[config.mk]
export PLATFORM = sky130hd
export DESIGN_NAME = rx_dest_filter
export DESIGN_NICKNAME = d
export VERILOG_FILES = /design/src/rtl/rdf_pkg.sv /design/src/rtl/rdf_byte_seq.sv /design/src/rtl/rdf_crc_acc.sv /design/src/rtl/rdf_addr_match.sv /design/src/rtl/rdf_decide.sv /design/src/rtl/rx_dest_filter.sv
export SDC_FILE = /design/constraint.sdc
export NUM_CORES = 1
export LEC_CHECK = 0
export CAP_MARGIN = 20
export CELL_PAD_IN_SITES_DETAIL_PLACEMENT = 1
export CELL_PAD_IN_SITES_GLOBAL_PLACEMENT = 2
export CORE_AREA = 8 8 126 128
export DETAILED_ROUTE_END_ITERATION = 8
export DIE_AREA = 0 0 134 136
export PLACE_DENSITY_LB_ADDON = 0.1
export RECOVER_POWER = 25
export SLEW_MARGIN = 20
export SYNTH_ARGS = -nofsm -noshare
export SYNTH_HDL_FRONTEND = slang
export SYNTH_SLANG_ARGS = --single-unit
[constraint.sdc]
create_clock -name clk -period 4.9 [get_ports clk]
set_clock_uncertainty 0.1 [all_clocks]
set_input_delay 0.49 -clock clk [delete_from_list [all_inputs] [get_ports clk]]
set_output_delay 0.49 -clock clk [all_outputs]
set_load 0.02 [all_outputs]
[src/rtl/rdf_pkg.sv]
package rdf_pkg;

  typedef enum logic [2:0] {
    RSN_NONE    = 3'd0,
    RSN_LOCAL   = 3'd1,
    RSN_BCAST   = 3'd2,
    RSN_HASH    = 3'd3,
    RSN_PROMISC = 3'd4
  } reason_e;

  localparam logic [31:0] CRC_POLY = 32'hEDB88320;
  localparam logic [31:0] CRC_SEED = 32'hFFFFFFFF;

  // one byte of a reflected CRC-32, least significant bit first
  function automatic logic [31:0] crc_step(input logic [31:0] c, input logic [7:0] b);
    logic [31:0] r;
    r = c ^ {24'd0, b};
    for (int k = 0; k < 8; k++) begin
      r = r[0] ? ((r >> 1) ^ CRC_POLY) : (r >> 1);
    end
    return r;
  endfunction

endpackage

[src/rtl/rdf_byte_seq.sv]
module rdf_byte_seq #(
  parameter int ADDR_BYTES = 6,
  localparam int IDX_W = $clog2(ADDR_BYTES)
) (
  input  logic             clk,
  input  logic             rst_n,
  input  logic             beat,
  input  logic             sof,
  output logic             take,
  output logic             first,
  output logic [IDX_W-1:0] idx,
  output logic             done
);
  logic [IDX_W-1:0] cnt_q;
  logic             busy_q;

  assign first = beat && sof;
  assign take  = beat && (sof || busy_q);
  assign idx   = sof ? '0 : cnt_q;

  always_ff @(posedge clk or negedge rst_n) begin
    if (!rst_n) begin
      cnt_q  <= '0;
      busy_q <= 1'b0;
      done   <= 1'b0;
    end else begin
      done <= 1'b0;
      if (take) begin
        if (idx == IDX_W'(ADDR_BYTES - 1)) begin
          cnt_q  <= '0;
          busy_q <= 1'b0;
          done   <= 1'b1;
        end else begin
          cnt_q  <= idx + 1'b1;
          busy_q <= 1'b1;
        end
      end
    end
  end

  // verdict strobe never lasts two cycles
  p_done_pulse_r2: assert property (@(posedge clk) disable iff (!rst_n) done |=> !done);
  // byte counter stays inside the address field
  p_cnt_range_r2: assert property (@(posedge clk) disable iff (!rst_n)
    cnt_q < IDX_W'(ADDR_BYTES));
endmodule

[src/rtl/rdf_crc_acc.sv]
module rdf_crc_acc #(
  parameter int HASH_BITS = 6
) (
  input  logic                 clk,
  input  logic                 rst_n,
  input  logic                 take,
  input  logic                 first,
  input  logic [7:0]           data,
  output logic [HASH_BITS-1:0] hash_idx
);
  import rdf_pkg::*;

  logic [31:0] crc_q;
  logic [31:0] base;

  assign base     = first ? CRC_SEED : crc_q;
  assign hash_idx = crc_q[31 -: HASH_BITS];

  always_ff @(posedge clk or negedge rst_n) begin
    if (!rst_n)    crc_q <= CRC_SEED;
    else if (take) crc_q <= crc_step(base, data);
  end

  // the running CRC only moves on an accepted address byte
  p_crc_hold_r7: assert property (@(posedge clk) disable iff (!rst_n)
    !take |=> $stable(crc_q));
endmodule

[src/rtl/rdf_addr_match.sv]
module rdf_addr_match #(
  parameter int ADDR_BYTES = 6,
  parameter int WORD_W     = 16,
  localparam int IDX_W     = $clog2(ADDR_BYTES),
  localparam int BPW       = WORD_W / 8
) (
  input  logic                    clk,
  input  logic                    rst_n,
  input  logic                    take,
  input  logic                    first,
  input  logic [IDX_W-1:0]        idx,
  input  logic [7:0]              data,
  input  logic [ADDR_BYTES*8-1:0] station_words,
  output logic                    local_hit,
  output logic                    bcast_hit
);
  logic [7:0] stn_byte [ADDR_BYTES];

  // byte g of the address: high byte of its word comes first
  for (genvar g = 0; g < ADDR_BYTES; g++) begin : g_stn
    assign stn_byte[g] = station_words[(g / BPW) * WORD_W + (BPW - 1 - (g % BPW)) * 8 +: 8];
  end

  logic loc_q, bc_q;
  assign local_hit = loc_q;
  assign bcast_hit = bc_q;

  always_ff @(posedge clk or negedge rst_n) begin
    if (!rst_n) begin
      loc_q <= 1'b0;
      bc_q  <= 1'b0;
    end else if (take) begin
      loc_q <= (first || loc_q) && (data == stn_byte[idx]);
      bc_q  <= (first || bc_q) && (data == 8'hFF);
    end
  end

  // a mismatched byte inside a frame cannot be undone by later bytes
  p_local_sticky_r5: assert property (@(posedge clk) disable iff (!rst_n)
    take && !first && !loc_q |=> !loc_q);
  // same for the broadcast flag
  p_bcast_sticky_r6: assert property (@(posedge clk) disable iff (!rst_n)
    take && !first && !bc_q |=> !bc_q);
endmodule

[src/rtl/rdf_decide.sv]
module rdf_decide #(
  parameter int HASH_BITS = 6,
  localparam int HT_W     = 1 << HASH_BITS
) (
  input  logic                 done,
  input  logic                 rx_en,
  input  logic                 promisc,
  input  logic                 hash_en,
  input  logic                 local_hit,
  input  logic                 bcast_hit,
  input  logic [HASH_BITS-1:0] hash_idx,
  input  logic [HT_W-1:0]      hash_table,
  output logic                 valid,
  output logic                 accept,
  output logic [2:0]           reason
);
  import rdf_pkg::*;

  reason_e rsn;

  always_comb begin
    if (!rx_en)                              rsn = RSN_NONE;
    else if (promisc)                        rsn = RSN_PROMISC;
    else if (local_hit)                      rsn = RSN_LOCAL;
    else if (bcast_hit)                      rsn = RSN_BCAST;
    else if (hash_en && hash_table[hash_idx]) rsn = RSN_HASH;
    else                                     rsn = RSN_NONE;
  end

  assign valid  = done;
  assign accept = done && (rsn != RSN_NONE);
  assign reason = done ? rsn : RSN_NONE;
endmodule

[src/rtl/rx_dest_filter.sv]
module rx_dest_filter #(
  parameter int ADDR_BYTES = 6,
  parameter int WORD_W     = 16,
  parameter int HASH_BITS  = 6
) (
  input  logic                        clk,
  input  logic                        rst_n,
  input  logic                        in_valid,
  output logic                        in_ready,
  input  logic                        in_sof,
  input  logic [7:0]                  in_byte,
  input  logic                        cfg_rx_en,
  input  logic                        cfg_promisc,
  input  logic                        cfg_hash_en,
  input  logic [ADDR_BYTES*8-1:0]     station_words,
  input  logic [(1<<HASH_BITS)-1:0]   hash_table,
  output logic                        dec_valid,
  output logic                        dec_accept,
  output logic [2:0]                  dec_reason
);
  localparam int IDX_W = $clog2(ADDR_BYTES);

  logic             rdy_q;
  logic             take, first, done, local_hit, bcast_hit;
  logic [IDX_W-1:0] idx;
  logic [HASH_BITS-1:0] hash_idx;

  always_ff @(posedge clk or negedge rst_n) begin
    if (!rst_n) rdy_q <= 1'b0;
    else        rdy_q <= 1'b1;
  end
  assign in_ready = rdy_q;

  rdf_byte_seq #(.ADDR_BYTES(ADDR_BYTES)) u_seq (
    .clk(clk), .rst_n(rst_n), .beat(in_valid && rdy_q), .sof(in_sof),
    .take(take), .first(first), .idx(idx), .done(done)
  );

  rdf_crc_acc #(.HASH_BITS(HASH_BITS)) u_crc (
    .clk(clk), .rst_n(rst_n), .take(take), .first(first), .data(in_byte),
    .hash_idx(hash_idx)
  );

  rdf_addr_match #(.ADDR_BYTES(ADDR_BYTES), .WORD_W(WORD_W)) u_match (
    .clk(clk), .rst_n(rst_n), .take(take), .first(first), .idx(idx),
    .data(in_byte), .station_words(station_words),
    .local_hit(local_hit), .bcast_hit(bcast_hit)
  );

  rdf_decide #(.HASH_BITS(HASH_BITS)) u_dec (
    .done(done), .rx_en(cfg_rx_en), .promisc(cfg_promisc), .hash_en(cfg_hash_en),
    .local_hit(local_hit), .bcast_hit(bcast_hit), .hash_idx(hash_idx),
    .hash_table(hash_table), .valid(dec_valid), .accept(dec_accept),
    .reason(dec_reason)
  );

  // never back-pressures once out of reset
  p_ready_high_r1: assert property (@(posedge clk) disable iff (!rst_n) 1'b1 |=> in_ready);
  // a verdict follows an accepted beat
  p_verdict_after_beat_r2: assert property (@(posedge clk) disable iff (!rst_n)
    dec_valid |-> $past(in_valid));
  // disabled receiver rejects
  p_disabled_reject_r3: assert property (@(posedge clk) disable iff (!rst_n)
    dec_valid && !cfg_rx_en |-> !dec_accept && dec_reason == 3'd0);
  // promiscuous overrides the address rules
  p_promisc_r4: assert property (@(posedge clk) disable iff (!rst_n)
    dec_valid && cfg_rx_en && cfg_promisc |-> dec_accept && dec_reason == 3'd4);
  // accept flag agrees with the reason code
  p_reason_agree_r9: assert property (@(posedge clk) disable iff (!rst_n)
    dec_valid |-> dec_accept == (dec_reason != 3'd0));
  // hash reason is impossible while the hash filter is off
  p_hash_gate_r8: assert property (@(posedge clk) disable iff (!rst_n)
    dec_valid && !cfg_hash_en |-> dec_reason != 3'd3);
endmodule

==> insert_results.sql, run 1 <==
INSERT INTO impl_metrics (metric_group, metric, value, unit) VALUES
('sta', 'report.final.slew_viol_count', '41', ''),
('yosys', 'post_synth.cell_area_avg', '8.96', 'um^2'),
('clock_tree', 'cts.clk_slew.worst_paths', '0.07', 'ns'),
('yosys', 'post_synth_num_cell_types', '52', ''),
('die', 'floorplan.core_area', '14000', 'um^2'),
('cells_and_area', 'antenna_cells', '0', ''),
('clock_tree', 'tritoncts', 'done', ''),
('cells_and_area', 'area_growth', '38.9', '%'),
('worst_setup_path', 'worst_r2r_startpoint', 'in_ready$_DFF_PN0_', ''),
('worst_setup_path', 'crit_required', '4.31', 'ns'),
('sta', 'worst_margin_pin_slew', '2.28', 'ns'),
('clock_tree', 'cts_buffers', '5', ''),
('yosys', 'synth_edf_count', '0', ''),
('worst_setup_path', 'timing.reg2reg.worst_path_depth', '8', ''),
('sta', 'finalSetupViolCount', '0', ''),
('yosys', 'yosysWarningCount', '0', ''),
('clock_tree', 'insertion_delay_of_the_later_clocked_pin_in_the_worst_skew_pair', '0.29', 'ns'),
('detailed_routing', 'routed_via_density', '4.96', ''),
('worst_setup_path', 'path_class', 'register to primary output', ''),
('clock_tree', 'clock_tree.root_cell', 'sky130_fd_sc_hd__clkbuf_16', ''),
('die', 'start_util', '0.290', ''),
('pwr', 'powerDensity', '619', 'nW/um^2'),
('sta', 'finalCriticalPeriod', '3.97', 'ns'),
('detailed_routing', 'total_routed_length', '13800', 'um'),
('pwr', 'p_leak', '2.13', 'nW'),
('place', 'routabilityCongestion', '0.794', ''),
('yosys', 'share_of_flip_flops_with_an_asynchronous_set_or_reset_after_synthesis', '1.00', ''),
('detailed_routing', 'antenna_violating_nets_left', '0', ''),
('die', 'die-height', '136', 'um'),
('pwr', 'vdd_drop_max', '218', 'uV'),
('detailed_routing', 'initialDrtViolationCount', '133', ''),
('sta', 'rsz0062_at_grt', 'no', ''),
('clock_tree', 'postCtsResizedCells', '0', ''),
('global_route', 'grt_start_max_net_pins', '68', ''),
('pwr', 'power', '3.50', 'mW'),
('clock_tree', 'cts-hold-fix-buffers', '0', ''),
('place', 'place_hpwl', '11100', 'um'),
('worst_setup_path', 'cp-endpoint', 'dec_accept', ''),
('cells_and_area', 'ratio_of_cells_with_drive_above_1_in_the_final_layout', '0.111', ''),
('detailed_routing', 'wire_length_per_cell_after_detailed_routing', '18.5', 'um'),
('detailed_routing', 'drt_drc_violations_left', '0', ''),
('sta', 'hold_violations', '0', ''),
('yosys', 'synthesis.instances', '455', ''),
('global_route', 'antenna_found_initial', '0', ''),
('yosys', 'synth.net_count', '582', ''),
('cells_and_area', 'layout.nets', '686', ''),
('die', 'io-pin-count', '133', ''),
('global_route', 'grt_first_pass_wirelength', '22100', 'um'),
('sta', 'final.period_utilization', '0.810', ''),
('worst_setup_path', 'worstSetupEndpointType', 'primary output', ''),
('sta', 'relSlewSlack', '-0.521', ''),
('outcome', 'failing_checks', 'capacitance limit, slew limit', ''),
('min_path', 'timing.hold.worst.class', 'register to register', ''),
('place', 'number_of_buffers_added_on_ports', '132', ''),
('clock_tree', 'cts_max_path_buffers', '2', ''),
('die', 'site_rows', '44', ''),
('detailed_routing', 'drt-pass1-iter-count', '4', ''),
('min_path', 'hp-start', 'u_crc.crc_q[8]$_DFFE_PN1P_', ''),
('yosys', 'synth.yosys.seq_area_share', '0.255', ''),
('global_route', 'first_global_vias', '4066', ''),
('yosys', 'dominantRegCellSynth', 'sky130_fd_sc_hd__dfstp_2', ''),
('yosys', 'ys_seq_elements', '40', ''),
('clock_tree', 'cts.sink_count', '40', ''),
('worst_setup_path', 'critical_path.reg2reg.endpoint', 'u_crc.crc_q[20]$_DFFE_PN1P_', ''),
('outcome', 'status', 'finished with violations', ''),
('worst_setup_path', 'timing.critical_path.from', 'u_crc.crc_q[26]$_DFFE_PN1P_', ''),
('yosys', 'syn_area', '4080', 'um^2'),
('worst_setup_path', 'r2r_slack', '2.01', 'ns'),
('die', 'fp.dieW', '134', 'um'),
('worst_setup_path', 'worst_setup_start_kind', 'register', ''),
('global_route', 'globalRouteOverflowTotal', '0', ''),
('worst_setup_path', 'critPathMaxFanout', '18', ''),
('clock_tree', 'setup_buffers_after_cts', '0', ''),
('worst_setup_path', 'worst-endpoint-arrival', '3.38', 'ns'),
('clock_tree', 'clock_tree.htree_level_count', '2', ''),
('die', 'fp.dieArea', '18200', 'um^2'),
('job', 'timing.max_cap.violations', '1', ''),
('sta', 'clock.fmax', '252', 'MHz'),
('global_route', 'grt_use_total', '0.151', ''),
('detailed_routing', 'detailroute.via_count', '3688', ''),
('sta', 'fin_setup_tns', '0', 'ns');
sequential cells by signal, indices dropped and copies added (netlist names):
register and cells:
u_seq.done 1, u_match.bcast_hit 1, in_ready 1, u_match.local_hit 1, u_seq.busy_q 1, u_crc.crc_q 32
u_seq.cnt_q 3
layer usage:
| layer | track usage | part of all wire | vias up | routed length (um) |
|---|---|---|---|---|
| met4 | 0.0356 | 0.016 | 0 | 217 |
| met5 | 0 | 0 | - | 0 |
| met1 | 0.176 | 0.44 | 1784 | 5990 |
| met2 | 0.281 | 0.52 | 80 | 7100 |
| met3 | 0.0262 | 0.032 | 15 | 434 |
| li1 | - | - | 1809 | - |
worst max-delay path, stage by stage, from the launching register on:
cell,delay (ns)
sky130_fd_sc_hd__dfstp_2,0.83
sky130_fd_sc_hd__mux4_1,0.60
sky130_fd_sc_hd__mux4_2,0.48
sky130_fd_sc_hd__o2111ai_1,0.18
sky130_fd_sc_hd__o21ai_1,0.17
sky130_fd_sc_hd__nor2_1,0.18
sky130_fd_sc_hd__a21oi_1,0.08
sky130_fd_sc_hd__clkdlybuf4s50_1,0.55
power by group:
part / total (mW) / leakage, nW / switching, mW / internal (mW)
sequential: 0.831 / 0.431 / 0.257 / 0.574
combinational: 2.24 / 1.61 / 1.07 / 1.16
clock: 0.435 / 0.0911 / 0.142 / 0.292
placed cells by master, fill, tap and decap left out, types with 3 or more instances in the layout:
cell | synthesis | layout
sky130_fd_sc_hd__nor3_1 | 14 | 14
sky130_fd_sc_hd__xnor2_2 | 3 | 3
sky130_fd_sc_hd__o21ai_0 | 38 | 38
sky130_fd_sc_hd__nand2b_1 | 6 | 6
sky130_fd_sc_hd__xor2_1 | 20 | 20
sky130_fd_sc_hd__nand2_1 | 39 | 39
sky130_fd_sc_hd__nand4_1 | 7 | 7
sky130_fd_sc_hd__o22ai_1 | 7 | 7
sky130_fd_sc_hd__dfstp_2 | 32 | 32
sky130_fd_sc_hd__a21o_1 | 3 | 3
sky130_fd_sc_hd__clkdlybuf4s50_1 | 0 | 131
sky130_fd_sc_hd__buf_4 | 2 | 8
sky130_fd_sc_hd__mux4_2 | 4 | 4
sky130_fd_sc_hd__mux4_1 | 15 | 15
sky130_fd_sc_hd__inv_1 | 5 | 5
sky130_fd_sc_hd__xnor2_1 | 70 | 70
sky130_fd_sc_hd__o22a_1 | 9 | 9
sky130_fd_sc_hd__mux2i_1 | 24 | 24
sky130_fd_sc_hd__nand4b_1 | 4 | 4
sky130_fd_sc_hd__a21oi_1 | 11 | 11
sky130_fd_sc_hd__nor4_1 | 6 | 6
sky130_fd_sc_hd__clkbuf_16 | 0 | 5
sky130_fd_sc_hd__dfrtp_1 | 8 | 8
sky130_fd_sc_hd__nand3_1 | 3 | 3
sky130_fd_sc_hd__nor2_1 | 51 | 51
Yosys cell counts (3+ instances only):
library cell	instances	area share
sky130_fd_sc_hd__dfrtp_1	8	0.049
sky130_fd_sc_hd__nor3_1	14	0.017
sky130_fd_sc_hd__inv_1	5	0.0046
sky130_fd_sc_hd__o22ai_1	7	0.011
sky130_fd_sc_hd__nor4_1	6	0.0092
sky130_fd_sc_hd__mux4_1	15	0.097
sky130_fd_sc_hd__xnor2_1	70	0.15
sky130_fd_sc_hd__or2_2	3	0.0046
sky130_fd_sc_hd__mux4_2	4	0.022
sky130_fd_sc_hd__a21o_1	3	0.0055
sky130_fd_sc_hd__o22a_1	9	0.019
sky130_fd_sc_hd__o21ai_0	38	0.047
sky130_fd_sc_hd__nand3_1	3	0.0037
sky130_fd_sc_hd__nand4_1	7	0.011
sky130_fd_sc_hd__nor2_1	51	0.047
sky130_fd_sc_hd__nand2_1	39	0.036
sky130_fd_sc_hd__a21oi_1	11	0.014
sky130_fd_sc_hd__clkbuf_1	22	0.020
sky130_fd_sc_hd__nand4b_1	4	0.0086
sky130_fd_sc_hd__xnor2_2	3	0.012
sky130_fd_sc_hd__xor2_1	20	0.043
sky130_fd_sc_hd__mux2i_1	24	0.059
sky130_fd_sc_hd__dfstp_2	32	0.21
sky130_fd_sc_hd__buf_2	14	0.017
sky130_fd_sc_hd__nand2b_1	6	0.0092
kinds of logic after synthesis:
family                    count (synthesis)  synth area share
other                                     1          0.000920
AOI/OAI and AO/OA                        84             0.127
and+or+nand+nor                         143             0.165
DFF                                      40             0.255
muxes                                    45             0.183
buffers and inverters                    48            0.0565
xor gates and xnor gates                 94             0.212
metrics by stage:
step            util  instances  area, um^2  hold WS [ns]  worst slack (ns)
6_report       0.403        744        5660         0.382             0.933
5_1_grt        0.403        744        5660         0.397             0.739
4_1_cts        0.403        744        5660         0.286             0.890
3_5_place_dp   0.390        736        5470         0.374              1.21
3_3_place_gp   0.390        736        5470         0.368              1.27
2_1_floorplan      -        455        4080        0.0944              2.01
layout make-up:
type,count,area [um^2]
sequential,40,1040
timing repair buffer,140,1380
clock inverter,2,60.1
tap,184,230
inverter,5,18.8
clock buffer,6,129
fill,1630,8380
multi-input combinational,367,2810
worst min path at each step:
stage,endpoint,slack (ns),cells after the start
final,u_crc.crc_q[8]$_DFFE_PN1P_,0.38,2
after CTS,u_match.bcast_hit$_DFFE_PN0P_,0.29,1
after global placement,u_crc.crc_q[13]$_DFFE_PN1P_,0.37,2
after global routing,u_crc.crc_q[13]$_DFFE_PN1P_,0.40,2
after floorplan,in_ready$_DFF_PN0_,0.09,0
after detailed placement,u_crc.crc_q[19]$_DFFE_PN1P_,0.37,2
No activity file was read; power rests on OpenSTA's default activity.
==> inputs of run 2 (changes only) <==
- CORE_AREA: 8 8 126 128 -> 8 8 132 134
- DIE_AREA: 0 0 134 136 -> 0 0 140 142
- clock period: 4.9 -> 3.7 ns (I/O delays scaled with it)
==> insert_results.sql, run 2 (synthesized netlist as in run 1, its figures left out) <==
INSERT INTO impl_metrics (metric_group, metric, value, unit) VALUES
('cells_and_area', 'postLayoutCoreUtil', '0.373', ''),
('job', 'timing.max_cap.violations', '1', ''),
('worst_setup_path', 'worst-endpoint-arrival', '3.02', 'ns'),
('global_route', 'grt_start_max_net_pins', '47', ''),
('die', 'start_util', '0.264', ''),
('place', 'place_hpwl', '11700', 'um'),
('global_route', 'grt_util_met3', '0.0305', ''),
('sta', 'setup_slack', '0.212', 'ns'),
('cells_and_area', 'layout.cells.most_common_list', 'sky130_fd_sc_hd__clkdlybuf4s50_1, sky130_fd_sc_hd__xnor2_1, sky130_fd_sc_hd__nor2_1, sky130_fd_sc_hd__nand2_1, sky130_fd_sc_hd__o21ai_0', ''),
('cells_and_area', 'most_common_library_cell_in_the_layout_ignoring_fill_and_taps', 'sky130_fd_sc_hd__clkdlybuf4s50_1', ''),
('detailed_routing', 'detailroute.via_count', '3746', ''),
('worst_setup_path', 'critPathMaxFanout', '13', ''),
('worst_setup_path', 'path_class', 'register to primary output', ''),
('sta', 'final.period_utilization', '0.943', ''),
('detailed_routing', 'antenna_violating_nets_left', '0', ''),
('detailed_routing', 'drt_drc_violations_left', '0', ''),
('die', 'floorplan.core_area', '15400', 'um^2'),
('outcome', 'failing_checks', 'capacitance limit, slew limit', ''),
('worst_setup_path', 'crit_required', '3.23', 'ns'),
('die', 'fp.dieArea', '19900', 'um^2'),
('worst_setup_path', 'worstSetupEndpointType', 'primary output', ''),
('cells_and_area', 'area_growth', '41.2', '%'),
('clock_tree', 'cts.sink_count', '40', ''),
('worst_setup_path', 'max_stage_delay_cell_worst_path', 'sky130_fd_sc_hd__dfstp_4', ''),
('worst_setup_path', 'crit_path_cell_chain', 'mux4_1 > mux4_2 > o2111ai_1 > o21ai_1 > a21oi_1 > nor3_1 > dlygate4sd2_1', ''),
('die', 'io-pin-count', '133', ''),
('cells_and_area', 'largest-register', 'u_crc.crc_q', ''),
('pwr', 'p_leak', '2.21', 'nW'),
('die', 'fp.dieW', '140', 'um'),
('place', 'post-place-cells', '756', ''),
('global_route', 'antenna_found_initial', '0', ''),
('place', 'number_of_buffers_added_on_ports', '132', ''),
('cells_and_area', 'stdcell_count', '765', ''),
('clock_tree', 'cts.clk_slew.worst_paths', '0.07', 'ns'),
('sta', 'relSlewSlack', '-0.538', ''),
('die', 'site_rows', '46', ''),
('clock_tree', 'clock_tree.htree_level_count', '2', ''),
('global_route', 'use_met2', '0.276', ''),
('clock_tree', 'tritoncts', 'done', ''),
('worst_setup_path', 'crit_family', 'multiplexers', ''),
('sta', 'fin_setup_tns', '0', 'ns'),
('sta', 'worst_hold_slack', '0.371', 'ns'),
('sta', 'rsz0062_at_grt', 'no', ''),
('worst_setup_path', 'critical-path-max-stage-delay', '0.74', 'ns'),
('cells_and_area', 'ratio_of_cells_with_drive_above_1_in_the_final_layout', '0.134', ''),
('sta', 'finalSetupViolCount', '0', ''),
('clock_tree', 'insertion_delay_of_the_later_clocked_pin_in_the_worst_skew_pair', '0.29', 'ns'),
('global_route', 'first_global_vias', '4204', ''),
('die', 'die-height', '142', 'um'),
('clock_tree', 'cts_buffers', '5', ''),
('sta', 'worst_margin_pin_slew', '2.31', 'ns'),
('global_route', 'grt_first_pass_wirelength', '23200', 'um'),
('cells_and_area', 'largest_registers', 'u_crc.crc_q x32, u_seq.cnt_q x3', ''),
('pwr', 'powerDensity', '812', 'nW/um^2'),
('cells_and_area', 'layout.nets', '699', ''),
('worst_setup_path', 'buf_inv_stages_crit_path', '1', ''),
('pwr', 'vdd_drop_max', '292', 'uV'),
('sta', 'clock.fmax', '287', 'MHz'),
('global_route', 'grt_use_total', '0.146', ''),
('detailed_routing', 'drt-pass1-iter-count', '4', ''),
('place', 'routabilityCongestion', '0.768', ''),
('sta', 'report.final.slew_viol_count', '41', ''),
('clock_tree', 'cts_max_path_buffers', '2', ''),
('detailed_routing', 'initialDrtViolationCount', '119', ''),
('place', 'place_ws', '0.190', 'ns'),
('outcome', 'status', 'finished with violations', ''),
('sta', 'finalCriticalPeriod', '3.49', 'ns'),
('detailed_routing', 'total_routed_length', '14500', 'um'),
('global_route', 'groute.layer.met1.usage', '0.166', ''),
('cells_and_area', 'antenna_cells', '0', ''),
('detailed_routing', 'wire_length_per_cell_after_detailed_routing', '18.9', 'um'),
('cells_and_area', 'largest_register_ff_count', '32', ''),
('worst_setup_path', 'worst_setup_start_kind', 'register', ''),
('min_path', 'timing.hold.worst.class', 'register to register', ''),
('clock_tree', 'clock_tree.root_cell', 'sky130_fd_sc_hd__clkbuf_16', ''),
('detailed_routing', 'routed_via_density', '4.90', ''),
('global_route', 'globalRouteOverflowTotal', '0', ''),
('global_route', 'grt-busiest-layer', 'met2', ''),
('sta', 'hold_violations', '0', '');
-- run 2: area by class of cell --
| class | count | area (um^2) |
|---|---|---|
| fill | 1817 | 9670 |
| timing repair buffer | 153 | 1470 |
| sequential | 40 | 1040 |
| clock buffer | 5 | 125 |
| clock inverter | 3 | 45.0 |
| inverter | 5 | 18.8 |
| multi-input combinational | 367 | 2810 |
| tap | 192 | 240 |
-- run 2: metrics by stage --
| step | power, mW | cell area (um^2) |
|---|---|---|
| after global routing | 5.08 | 5750 |
| after detailed placement | 4.18 | 5570 |
| final | 4.67 | 5750 |
| after global placement | 4.11 | 5570 |
| after floorplan | 3.42 | 4080 |
| after CTS | 4.75 | 5750 |
-- run 2: what timing repair did --
| action | in CTS | in global routing |
|---|---|---|
| setup buffers | 1 | 0 |
| hold buffers | 0 | 0 |
| gates resized for setup | 4 | 0 |
| endpoints found under the setup margin | 3 | 0 |
-- run 2: worst register-to-register path: cells and delay by family, from the launching register on --
family	cells	cell delay, ns
buffers and inverters	1	0.33
multiplexers	1	0.39
AND/OR/NAND/NOR	3	0.75
flip-flops	1	0.32
AO/OA/AOI/OAI	3	0.67
-- run 2: worst paths after layout --
| path | slack (ns) | from | cells past startpoint | to |
|---|---|---|---|---|
| worst max-delay path | 0.21 | u_crc.crc_q[26]$_DFFE_PN1P_ | 7 | dec_reason[0] |
| worst min-delay path | 0.37 | u_crc.crc_q[19]$_DFFE_PN1P_ | 2 | u_crc.crc_q[19]$_DFFE_PN1P_ |
| worst max register to register | 1.06 | u_seq.cnt_q[0]$_DFFE_PN0P_ | 8 | u_match.local_hit$_DFFE_PN0P_ |
| worst min register to register | 0.37 | u_crc.crc_q[19]$_DFFE_PN1P_ | 2 | u_crc.crc_q[19]$_DFFE_PN1P_ |
| max in group asynchronous | 1.52 | rst_n | 1 | in_ready$_DFF_PN0_ |
| min in group asynchronous | 0.68 | rst_n | 1 | u_match.local_hit$_DFFE_PN0P_ |
-- run 2: where the power goes --
part           leakage, nW  switching [mW]  internal [mW]
logic                 1.69            1.47           1.62
clock network       0.0847           0.206          0.322
registers            0.432           0.288          0.764
total                 2.21            1.96           2.71
-- run 2: layer usage --
layer / wire length [um] / vias up / share of wire
met4: 191 / 0 / 0.013
met3: 670 / 12 / 0.046
met1: 6130 / 1802 / 0.42
met2: 7500 / 93 / 0.52
met5: 0 / - / 0
li1: - / 1839 / -
==> inputs of run 3 (changes only) <==
- ABC_AREA: not set -> 1
- CORE_AREA: 8 8 132 134 -> 8 8 140 142
- DIE_AREA: 0 0 140 142 -> 0 0 148 150
==> insert_results.sql, run 3 <==
INSERT INTO impl_metrics (metric_group, metric, value, unit) VALUES
('global_route', 'globalRouteOverflowTotal', '0', ''),
('global_route', 'grt_first_pass_wirelength', '25700', 'um'),
('clock_tree', 'clock_tree.root_cell', 'sky130_fd_sc_hd__clkbuf_16', ''),
('sta', 'rsz0062_at_grt', 'no', ''),
('pwr', 'clkPwrFrac', '0.112', ''),
('sta', 'worst_margin_pin_slew', '2.29', 'ns'),
('cells_and_area', 'register_area', '1040', 'um^2'),
('detailed_routing', 'detailroute.via_count', '4464', ''),
('yosys', 'dominantRegCellSynth', 'sky130_fd_sc_hd__dfstp_2', ''),
('yosys', 'yosysWarningCount', '0', ''),
('clock_tree', 'cts.clk_slew.worst_paths', '0.06', 'ns'),
('cells_and_area', 'layout.cells.most_common_list', 'sky130_fd_sc_hd__nand2_1, sky130_fd_sc_hd__clkdlybuf4s50_1, sky130_fd_sc_hd__nand3_1, sky130_fd_sc_hd__inv_1, sky130_fd_sc_hd__xor2_1', ''),
('sta', 'clock.fmax', '301', 'MHz'),
('die', 'site_rows', '49', ''),
('sta', 'report.final.slew_viol_count', '41', ''),
('clock_tree', 'cts-hold-fix-buffers', '0', ''),
('pwr', 'powerDensity', '680', 'nW/um^2'),
('worst_setup_path', 'buf_inv_stages_crit_path', '2', ''),
('yosys', 'share_of_flip_flops_with_an_asynchronous_set_or_reset_after_synthesis', '1.00', ''),
('detailed_routing', 'total_routed_length', '16100', 'um'),
('global_route', 'first_global_vias', '4795', ''),
('sta', 'relSlewSlack', '-0.528', ''),
('pwr', 'internal_power', '1.98', 'mW'),
('yosys', 'post_synth.cell_area_avg', '6.33', 'um^2'),
('yosys', 'synth_most_common_cell', 'sky130_fd_sc_hd__nand2_1', ''),
('pwr', 'logic_gate_share_of_total_power', '0.671', ''),
('worst_setup_path', 'r2r_slack', '1.11', 'ns'),
('place', 'post_dp_cell_area', '5640', 'um^2'),
('yosys', 'post_synth_num_cell_types', '34', ''),
('sta', 'finalSetupViolCount', '0', ''),
('global_route', 'antenna_found_initial', '0', ''),
('min_path', 'timing.hold.worst.class', 'register to register', ''),
('worst_setup_path', 'worstSetupEndpointType', 'primary output', ''),
('yosys', 'synth.top_cell.area_share', '0.212', ''),
('yosys', 'ys_top_cells_by_count', 'sky130_fd_sc_hd__nand2_1, sky130_fd_sc_hd__nand3_1, sky130_fd_sc_hd__inv_1', ''),
('detailed_routing', 'antenna_violating_nets_left', '0', ''),
('pwr', 'vdd_drop_max', '222', 'uV'),
('sta', 'fin_setup_tns', '0', 'ns'),
('die', 'die-height', '150', 'um'),
('worst_setup_path', 'crit_required', '3.23', 'ns'),
('pwr', 'p_leak', '2.73', 'nW'),
('cells_and_area', 'most_common_library_cell_in_the_layout_ignoring_fill_and_taps', 'sky130_fd_sc_hd__nand2_1', ''),
('worst_setup_path', 'path_class', 'register to primary output', ''),
('pwr', 'power', '3.93', 'mW'),
('sta', 'final.period_utilization', '0.899', ''),
('cells_and_area', 'area_growth', '42.0', '%'),
('cells_and_area', 'largest-register', 'u_crc.crc_q', ''),
('clock_tree', 'cts_max_path_buffers', '2', ''),
('place', 'place_hpwl', '12800', 'um'),
('worst_setup_path', 'crit_path_cell_chain', 'clkinv_1 > nand3_1 > nand3_1 > nand2_1 > nand2_1 > nand3_1 > nand3_1 > nand2_1 > nand3_1 > nand2_1 > nand2_1 > nand3_1 > clkdlybuf4s50_1', ''),
('cells_and_area', 'fill_cells', '2229', ''),
('clock_tree', 'insertion_delay_of_the_later_clocked_pin_in_the_worst_skew_pair', '0.29', 'ns'),
('die', 'io-pin-count', '133', ''),
('worst_setup_path', 'critPathMaxFanout', '18', ''),
('sta', 'hold_violations', '0', ''),
('worst_setup_path', 'max_stage_delay_cell_worst_path', 'sky130_fd_sc_hd__clkdlybuf4s50_1', ''),
('yosys', 'syn_area', '4070', 'um^2'),
('worst_setup_path', 'worst-endpoint-arrival', '2.86', 'ns'),
('worst_setup_path', 'cp_common_cell', 'sky130_fd_sc_hd__nand3_1', ''),
('outcome', 'failing_checks', 'capacitance limit, slew limit', ''),
('pwr', 'p_switching', '1.95', 'mW'),
('die', 'fp.dieArea', '22200', 'um^2'),
('worst_setup_path', 'timing.critical_path.from', 'u_crc.crc_q[27]$_DFFE_PN1P_', ''),
('die', 'start_util', '0.232', ''),
('cells_and_area', 'antenna_cells', '0', ''),
('job', 'timing.max_cap.violations', '1', ''),
('detailed_routing', 'drt_drc_violations_left', '0', ''),
('cells_and_area', 'largest_register_ff_count', '32', ''),
('cells_and_area', 'postLayoutCoreUtil', '0.330', ''),
('min_path', 'hp-start', 'u_crc.crc_q[10]$_DFFE_PN1P_', ''),
('detailed_routing', 'wire_length_per_cell_after_detailed_routing', '16.2', 'um'),
('cells_and_area', 'final_area', '5780', 'um^2'),
('die', 'fp.dieW', '148', 'um'),
('yosys', 'ys_seq_elements', '40', ''),
('worst_setup_path', 'crit_family', 'buffers and inverters', ''),
('sta', 'finalCriticalPeriod', '3.33', 'ns'),
('clock_tree', 'postCtsResizedCells', '0', ''),
('die', 'floorplan.core_area', '17500', 'um^2'),
('yosys', 'synth.net_count', '770', ''),
('yosys', 'synth.area.top_cells', 'sky130_fd_sc_hd__nand2_1, sky130_fd_sc_hd__dfstp_2, sky130_fd_sc_hd__nand3_1, sky130_fd_sc_hd__xor2_1, sky130_fd_sc_hd__inv_1', ''),
('detailed_routing', 'routed_via_density', '4.48', ''),
('place', 'number_of_buffers_added_on_ports', '132', ''),
('cells_and_area', 'multiInputGateArea', '2630', 'um^2'),
('clock_tree', 'setup_buffers_after_cts', '0', ''),
('outcome', 'status', 'finished with violations', ''),
('cells_and_area', 'largest_registers', 'u_crc.crc_q x32, u_seq.cnt_q x3', ''),
('yosys', 'synth_edf_count', '0', ''),
('pwr', 'switching_share', '0.496', ''),
('cells_and_area', 'ratio_of_cells_with_drive_above_1_in_the_final_layout', '0.107', ''),
('sta', 'setup_slack', '0.373', 'ns'),
('pwr', 'share_seq_of_total_power', '0.216', ''),
('detailed_routing', 'drt-pass1-iter-count', '6', ''),
('worst_setup_path', 'critical-path-max-stage-delay', '0.60', 'ns'),
('clock_tree', 'cts_buffers', '5', ''),
('global_route', 'grt_use_total', '0.144', ''),
('clock_tree', 'cts.sink_count', '40', ''),
('worst_setup_path', 'worst_setup_start_kind', 'register', ''),
('cells_and_area', 'layout.nets', '893', ''),
('global_route', 'grt_start_max_net_pins', '41', ''),
('place', 'routabilityCongestion', '0.758', ''),
('place', 'place_ws', '0.397', 'ns'),
('clock_tree', 'clock_tree.htree_level_count', '2', ''),
('yosys', 'synthesis.instances', '643', ''),
('detailed_routing', 'initialDrtViolationCount', '121', ''),
('worst_setup_path', 'worst_r2r_startpoint', 'u_seq.cnt_q[1]$_DFFE_PN0P_', ''),
('clock_tree', 'tritoncts', 'done', ''),
('yosys', 'netlist.top_cell.by_area', 'sky130_fd_sc_hd__nand2_1', ''),
('yosys', 'synth.yosys.seq_area_share', '0.256', '');
## run 3: cell types whose count changed after synthesis, sizes merged, moves of 9 or more
cell	delta
xor2	+25
mux4	-19
inv	+70
nor2	-20
nand3	+93
nand2	+205
nor3	-11
mux2i	-24
buf	-14
o22a	-9
xnor2	-65
## run 3: area by class of cell
cell class,instances,area share
inverters,78,0.0507
clock buffers,5,0.0217
clock inverters,3,0.00325
repair buffers,141,0.239
flip-flops and latches,40,0.180
multi-input cells,500,0.455
well taps,229,0.0496
## run 3: worst paths after layout
kind | to | depth (start not counted)
max in group asynchronous | u_match.bcast_hit$_DFFE_PN0P_ | 1
setup reg to reg | u_match.local_hit$_DFFE_PN0P_ | 12
min in group asynchronous | u_seq.cnt_q[2]$_DFFE_PN0P_ | 1
hold reg to reg | u_crc.crc_q[10]$_DFFE_PN1P_ | 2
hold / removal | u_crc.crc_q[10]$_DFFE_PN1P_ | 2
setup / recovery | dec_accept | 13
## run 3: kinds of logic after synthesis
kind of cell	after synthesis	share of synthesized area
AOI/OAI and AO/OA	64	0.0877
DFF	40	0.256
buffers and inverters	103	0.0981
xor gates and xnor gates	54	0.151
other	1	0.000922
and+or+nand+nor	381	0.406
## run 3: power by group through the flow
stage | registers (mW) | clock network (mW) | logic [mW]
4_1_cts | 0.853 | 0.458 | 2.69
2_1_floorplan | 0.806 | 0 | 1.96
3_3_place_gp | 0.848 | 0 | 2.62
3_5_place_dp | 0.858 | 0 | 2.67
6_report | 0.849 | 0.441 | 2.64
5_1_grt | 0.876 | 0.466 | 3.00
## run 3: metal layers
metal,global-route usage,share of wire
met3,0.0275,0.045
met4,0.0316,0.0096
met2,0.255,0.50
met1,0.177,0.45
met5,0,0
## run 3: stage by stage
step           std cells  hold WS [ns]
2_1_floorplan        643       -0.0256
5_1_grt              996         0.411
3_5_place_dp         988         0.382
3_3_place_gp         988         0.369
6_report             996         0.387
4_1_cts              996         0.177
## run 3: worst reg2reg max path: cells and delay by family (launching register included)
kind / cells / cell delay, ns
flip-flops: 1 / 0.41
buffers and inverters: 1 / 0.11
AND/OR/NAND/NOR: 10 / 1.64
AO/OA/AOI/OAI: 1 / 0.26
